[src/rtl/tri_addr_core.sv]
module tri_addr_core #(
  parameter int DW  = 32,
  parameter int IAW = 6
) (
  input  logic           clk,
  input  logic           rst_n,
  input  logic           im_we,
  input  logic [IAW-1:0] im_waddr,
  input  logic [15:0]    im_wdata,
  output logic [9:0]     ld_addr,
  input  logic [DW-1:0]  ld_data,
  output logic           st_en,
  output logic [9:0]     st_addr,
  output logic [DW-1:0]  st_data,
  output logic           done
);
  localparam int NREG  = 8;
  localparam int IDEP  = 1 << IAW;
  localparam logic [2:0] OP_LDM = 3'd0, OP_LDI = 3'd1, OP_MUL = 3'd2,
                         OP_ADD = 3'd3, OP_STM = 3'd4, OP_HLT = 3'd7;

  logic [15:0] imem [IDEP];
  logic [NREG-1:0][DW-1:0] rf;
  logic [IAW-1:0] pc;
  logic           halted;

  logic [15:0]   instr;
  logic [2:0]    op, rc, ra, rb, port_a;
  logic [9:0]    fld;
  logic [DW-1:0] opa, opb, wdata;
  logic          wen, step;

  always_ff @(posedge clk)
    if (im_we) imem[im_waddr] <= im_wdata;

  assign instr  = imem[pc];
  assign op     = instr[15:13];
  assign rc     = instr[12:10];
  assign ra     = instr[9:7];
  assign rb     = instr[6:4];
  assign fld    = instr[9:0];
  assign step   = rst_n && !halted;

  assign port_a = (op == OP_STM) ? rc : ra;
  assign opa    = rf[port_a];
  assign opb    = rf[rb];

  assign wen = step && (op == OP_LDM || op == OP_LDI || op == OP_ADD || op == OP_MUL);

  always_comb begin
    unique case (op)
      OP_LDM:  wdata = ld_data;
      OP_LDI:  wdata = {{(DW-10){1'b0}}, fld};
      OP_ADD:  wdata = opa + opb;
      OP_MUL:  wdata = opa * opb;
      default: wdata = '0;
    endcase
  end

  assign ld_addr = fld;
  assign st_en   = step && (op == OP_STM);
  assign st_addr = fld;
  assign st_data = opa;
  assign done    = halted;

  always_ff @(posedge clk) begin
    if (!rst_n) begin
      pc     <= '0;
      halted <= 1'b0;
      rf     <= '0;
    end else if (!halted) begin
      if (op == OP_HLT) halted <= 1'b1;
      else              pc     <= pc + 1'b1;
      if (wen) rf[rc] <= wdata;
    end
  end

  assert_halt_hold_R8: assert property (@(posedge clk) disable iff (!rst_n)
    done |=> done && $stable(pc));
  assert_no_store_halted_R8: assert property (@(posedge clk) disable iff (!rst_n)
    done |-> !st_en);
  assert_pc_step_R7: assert property (@(posedge clk) disable iff (!rst_n)
    (!done && op != OP_HLT) |=> pc == $past(pc) + 1'b1);
  assert_write_lands_R7: assert property (@(posedge clk) disable iff (!rst_n)
    wen |=> rf[$past(rc)] == $past(wdata));
  assert_rf_hold_R9: assert property (@(posedge clk) disable iff (!rst_n)
    !wen |=> $stable(rf));
  assert_store_strobe_R6: assert property (@(posedge clk) disable iff (!rst_n)
    st_en |=> !$stable(pc) || done);
endmodule

[config.mk]
export PLATFORM = sky130hd
export DESIGN_NAME = tri_addr_core
export DESIGN_NICKNAME = d
export VERILOG_FILES = /design/src/rtl/tri_addr_core.sv
export SDC_FILE = /design/constraint.sdc
export NUM_CORES = 2
export LEC_CHECK = 0
export BUFFER_PORTS_ARGS = -buffer_cell sky130_fd_sc_hd__buf_2
export CELL_PAD_IN_SITES_DETAIL_PLACEMENT = 1
export CELL_PAD_IN_SITES_GLOBAL_PLACEMENT = 1
export CORE_MARGIN = 3
export CORE_UTILIZATION = 58
export CTS_CLUSTER_DIAMETER = 200
export CTS_CLUSTER_SIZE = 40
export DETAILED_ROUTE_END_ITERATION = 10
export PLACE_DENSITY = 0.82
export SLEW_MARGIN = 10
export SYNTH_ARGS = -nofsm -noshare
export SYNTH_HDL_FRONTEND = slang
export SYNTH_SLANG_ARGS = --single-unit
[constraint.sdc]
create_clock -name clk -period 22 [get_ports clk]
set_input_delay 1.1 -clock clk [delete_from_list [all_inputs] [get_ports clk]]
set_output_delay 1.1 -clock clk [all_outputs]
set_load 0.02 [all_outputs]
Yosys cells after proc, flatten, opt, wreduce, memory -nomap -nowiden --
Memory sizes are Yosys's and may differ from the RTL's. A register that Yosys moved wholly into a read port is not among the register bits. Index checks and enable logic that the tools add are counted.
Word-level totals: flip-flop bits (word level) 263, input port bits 57, output and inout port bits 54, bits in writable memories 1024, memories kept 1
Cells by class: magnitude comparators 4, bitwise operators 2, multiply operators 1, reduce and logical (&&, ||, !) cells 11, equality and inequality tests 5, mux-type cells 15, $add $sub $neg 2
Memories:
- imem | depth 64, bits a word 16, rd ports 1, clocked after Yosys merged registers in 1, wr ports 1, line 22 | logic [15:0] imem [IDEP];
Operators by type and width (number):
- $bwmux 256 | 1
- $bmux 32 s3 | 2
- $pmux 32 s4 | 1
- $demux 32 s3 | 1
- $mux 32 | 3
- $add 32x32->32 | 1
- $mul 32x32->32 | 1
- $lt 3x4->1 const B | 3
- $mux 6 | 2
- $add 6x1->6 const B | 1
- $eq 3x2->1 const B | 2
- $eq 3x3->1 const B | 2
- $logic_and 1x1->1 | 4
- $mux 1 | 4
- $reduce_and 2->1 | 2
- $eq 3x1->1 const B | 1
- $ge 3x1->1 const B | 1
- $logic_not 3->1 | 1
- $logic_or 1x1->1 | 3
- $mux 3 | 1
- $not 1->1 | 2
- $logic_not 1->1 | 1

Depth between registers and ports, before layout --
depth after elaboration 7, depth in mapped cells 48, gate-level depth less buffers 39

Worst setup path before layout --
Ideal clock, no wire load.
kind reg2reg, start reg with a tool-made name, end reg rf[125] in the netlist's numbering, data arrival time 10.618 ns, setup time 0.156 ns, clock period less this slack 10.774 ns, cell stages (with the launch flop) 42, setup slack 11.226 ns, cell sequence dfxtp_1 -> buf_2 -> buf_6 -> buf_6 -> buf_2 -> mux4_2 -> mux4_2 -> mux2i_1 -> a21oi_1 -> o31a_4 -> a211oi_4 -> a32o_1 -> a221o_1 -> clkbuf_1 -> clkinv_1 -> ha_1 -> fa_1 -> fa_1 -> (+6 left out) -> inv_1 -> fa_1 -> fa_1 -> inv_1 -> ha_1 -> a21boi_0 -> o21ai_0 -> a21boi_0 -> o21a_1 -> o21ai_0 -> a211o_1 -> a211oi_1 -> o21bai_1 -> a21oi_1 -> nor2_1 -> xnor2_1 -> a221oi_1 -> mux2i_1
RTL lines:
- end signal, assigned by index | line 74 | if (wen) rf[rc] <= wdata;
- end, declared | line 23 | logic [NREG-1:0][DW-1:0] rf;

==> results_dict.tcl <==
set metrics [dict create \
    crit_family "adder cells" \
    synth_nets 5785 \
    min_delay_path_depth 2 \
    synth_top_family_by_area "multiplexers" \
    crit_buf_inv 10 \
    synth_xor_area_share_pct 1.48 \
    finalNetCount 5797 \
    status "complete, no violations" \
    clock-sinks 1293 \
    wl_microns 231000 \
    worst_slew_pin_slew_ns 1.31 \
    setup_violations 0 \
    nFillCells 11644 \
    critPathKind "register to register" \
    synth_edf_count 1024 \
    grt_pass1_wl_microns 339000 \
    htree_num_levels 2 \
    dp.final_hpwl_microns 155000 \
    synth.top_cell.area_share_pct 43.5 \
    ff2ff_path_depth 41 \
    critical_path.max_stage_delay_ns 0.84 \
    gp_congestion 0.997 \
    synth_most_common_cell "edfxtp_1" \
    max_freq_mhz 64.3 \
    cts_resized 0 \
    p_leak_nw 26.4 \
    multi_input_area_sq_mm 0.0315 \
    vias 46461 \
    period_minus_slack_ns 15.54 \
    async_flop_share_pct 0 \
    synthCells 5164 \
    whs_ns 0.484 \
    fin_crit_sh_pct 70.6 \
    syn_area_per_cell_sq_um 13.7 \
    layoutNonFillerInstCount 6811 \
    yosysUniqueCellTypes 93 \
    dr.pass1.iters 5 \
    viasPerCell 6.82 \
    powerDensity_mw_per_mm2 111 \
    yosysWarnings 0 \
    ys_seq_area_share_pct 51.1 \
    clock_path_buffers 3 \
    synth_top_area_cell "edfxtp_1" \
    worstSetupPathDepth 41 \
    die_y_microns 355 \
    dp.cells 6747 \
    critPathLaunchType "register" \
    cell_internal_pwr_w 0.00439 \
    muxShareOfSynthArea_pct 15.8 \
    core_sq_mm 0.120 \
    ant_nets 0 \
    skew_ns 0.0589 \
    max_slew_margin_pct 12.1 \
    clk_latency_ns 0.73 \
    crit_arrival_ns 16.11 \
    grt_pass1_vias 48902 \
    clk_pin_slew_ns 0.16 \
    slew_viol_final 0 \
    synth_ff_type "edfxtp_1" \
    crit_path_end_kind "register" \
    post_cts_buffers 0 \
    worst-endpoint-required_ns 22.57 \
    hp-class "register to register" \
    cts_buffers 38 \
    p_sw_share_pct 47.1 \
    power.share.sequential_pct 33.2 \
    grt_antenna_before_repair 10 \
    io_pins 111 \
    syn_area_sq_mm 0.0707 \
    grt_usage_pct 37.2 \
    fp.dieW_microns 355 \
    grt_max_degree 130 \
    drv_cap 0 \
    placed_area_sq_mm 0.0734 \
    p_switching_w 0.00391 \
    synth_common_cells "1024 x edfxtp_1, 633 x nor2_1, 501 x inv_1" \
    wl_per_cell_microns 34.0 \
    yosys.area_share.adder_pct 14.3 \
    drc 0 \
    cts_tree "built" \
    seq_area_sq_mm 0.0362 \
    max-vdd-ir-drop_uv 200 \
    synth_area_leaders "edfxtp_1 43%, mux4_2 12%, fa_1 12%, dfxtp_1 7.6%, nor2_1 3.4%" \
    crit_top_cell "fa_1" \
    p_comb_share_pct 54.2 \
    cp_slowest_cell "dfxtp_4" \
    pwr-share-clk_pct 12.6 \
    cts-root-buf "clkbuf_16" \
    tns_ns 0 \
    area_growth_syn_to_layout_pct 5.40 \
    synth-simple-area-share_pct 7.09 \
    io_buffer_count 110 \
    critPathMaxFanout 48 \
    synth_compound_area_share_pct 5.33 \
    report.power.total_w 0.00830 \
    gr-total-overflow 0 \
    rsz0062_at_grt "no" \
    drt_iter0_drc 6545 \
    initial_core_util_pct 58.7 \
    dieArea_sq_mm 0.126 \
    final_area_sq_mm 0.0745 \
    ys_ff_latch 1293 \
    finalHoldViolCount 0 \
    hold_buffers 0 \
    num_rows 127 \
    drive_gt1_share_pct 16.3 \
]
cell families after synthesis:
group,count (synthesis)
XOR/XNOR,105
buffers and inverters,821
adder cells (fa/ha/maj),564
AO/OA/AOI/OAI,555
flip-flops,1293
AND/OR/NAND/NOR,1207
multiplexers,619
final timing paths:
path	startpoint	to	slack, ns
worst max-delay path	register	rf[29]$_SDFFE_PN0P_	6.46
worst min-delay path	rf[24]$_SDFFE_PN0P_	rf[24]$_SDFFE_PN0P_	0.48
worst max register to register	register	rf[29]$_SDFFE_PN0P_	6.46
worst min register to register	rf[24]$_SDFFE_PN0P_	rf[24]$_SDFFE_PN0P_	0.48
state kept, by name, indices dropped and copies added, names as in the netlist, named ones only:
register  flops
done          1
imem       1024
pc            6
rf          256
cell type report:
type                            count  share of cell area (%)
Timing Repair Buffer              272                    2.43
Clock inverter                      5                   0.121
Multi-Input combinational cell   3050                    42.2
Antenna cell                        2                 0.00672
Tap cell                         1612                    2.71
Inverter                          521                    2.63
Sequential cell                  1293                    48.5
Clock buffer                       56                    1.37
worst register-to-register path, delay by kind of cell (launching register included):
family          cells  cell delay, ns
compound gates     12            3.52
xor+xnor            1            0.13
fa+ha+maj          10            4.23
buf+inv            10            3.53
flops               1            0.84
mux                 5            2.68
simple gates        3            0.48
cells in the final DEF (no fill, tap or decap), types with 11 or more instances in the layout:
master and instances:
edfxtp_1 1024, nor2_1 588, inv_1 500, fa_1 409, mux4_2 386, nand2_1 370
dfxtp_1 263, mux2i_1 187, buf_4 169, ha_1 155, o21ai_0 132, a21oi_1 122
buf_2 101, a211oi_1 86, nand3_1 85, xnor2_1 67, clkbuf_16 38, nor2_2 37
xor2_1 29, nand2b_1 28, a21o_1 21, mux2_2 20, a32oi_1 19, clkbuf_1 18
clkinv_1 16, a2111oi_0 16, and2_1 13, mux2i_2 13, nand4_1 13, a22oi_1 12
a31oi_1 12, a32o_1 12, nor2b_1 11, nor2_4 11
routing by layer:
| layer | track usage (%) | up-vias | part of all wire [%] |
|---|---|---|---|
| li1 | - | 18439 | - |
| met1 | 52.0 | 24333 | 37 |
| met2 | 57.5 | 3100 | 46 |
| met3 | 8.73 | 587 | 12 |
| met4 | 14.0 | 2 | 4.6 |
| met5 | 0 | - | 0.0061 |
power by group through the flow:
stage	combinational, W	sequential, W	clock (W)
2_1_floorplan	0.00264	0.00276	0
3_3_place_gp	0.00422	0.00280	0
3_5_place_dp	0.00431	0.00281	0
4_1_cts	0.00435	0.00275	0.00105
5_1_grt	0.00462	0.00276	0.00113
6_report	0.00450	0.00275	0.00105
per-stage QoR:
step | setup slack (ns) | util (%)
6_report | 6.46 | 61.9
3_5_place_dp | 6.77 | 60.9
5_1_grt | 5.71 | 61.9
4_1_cts | 6.66 | 61.8
3_3_place_gp | 7.15 | 60.9
2_1_floorplan | 11.23 | -
Note: power is estimated with default switching activity, not from simulation.
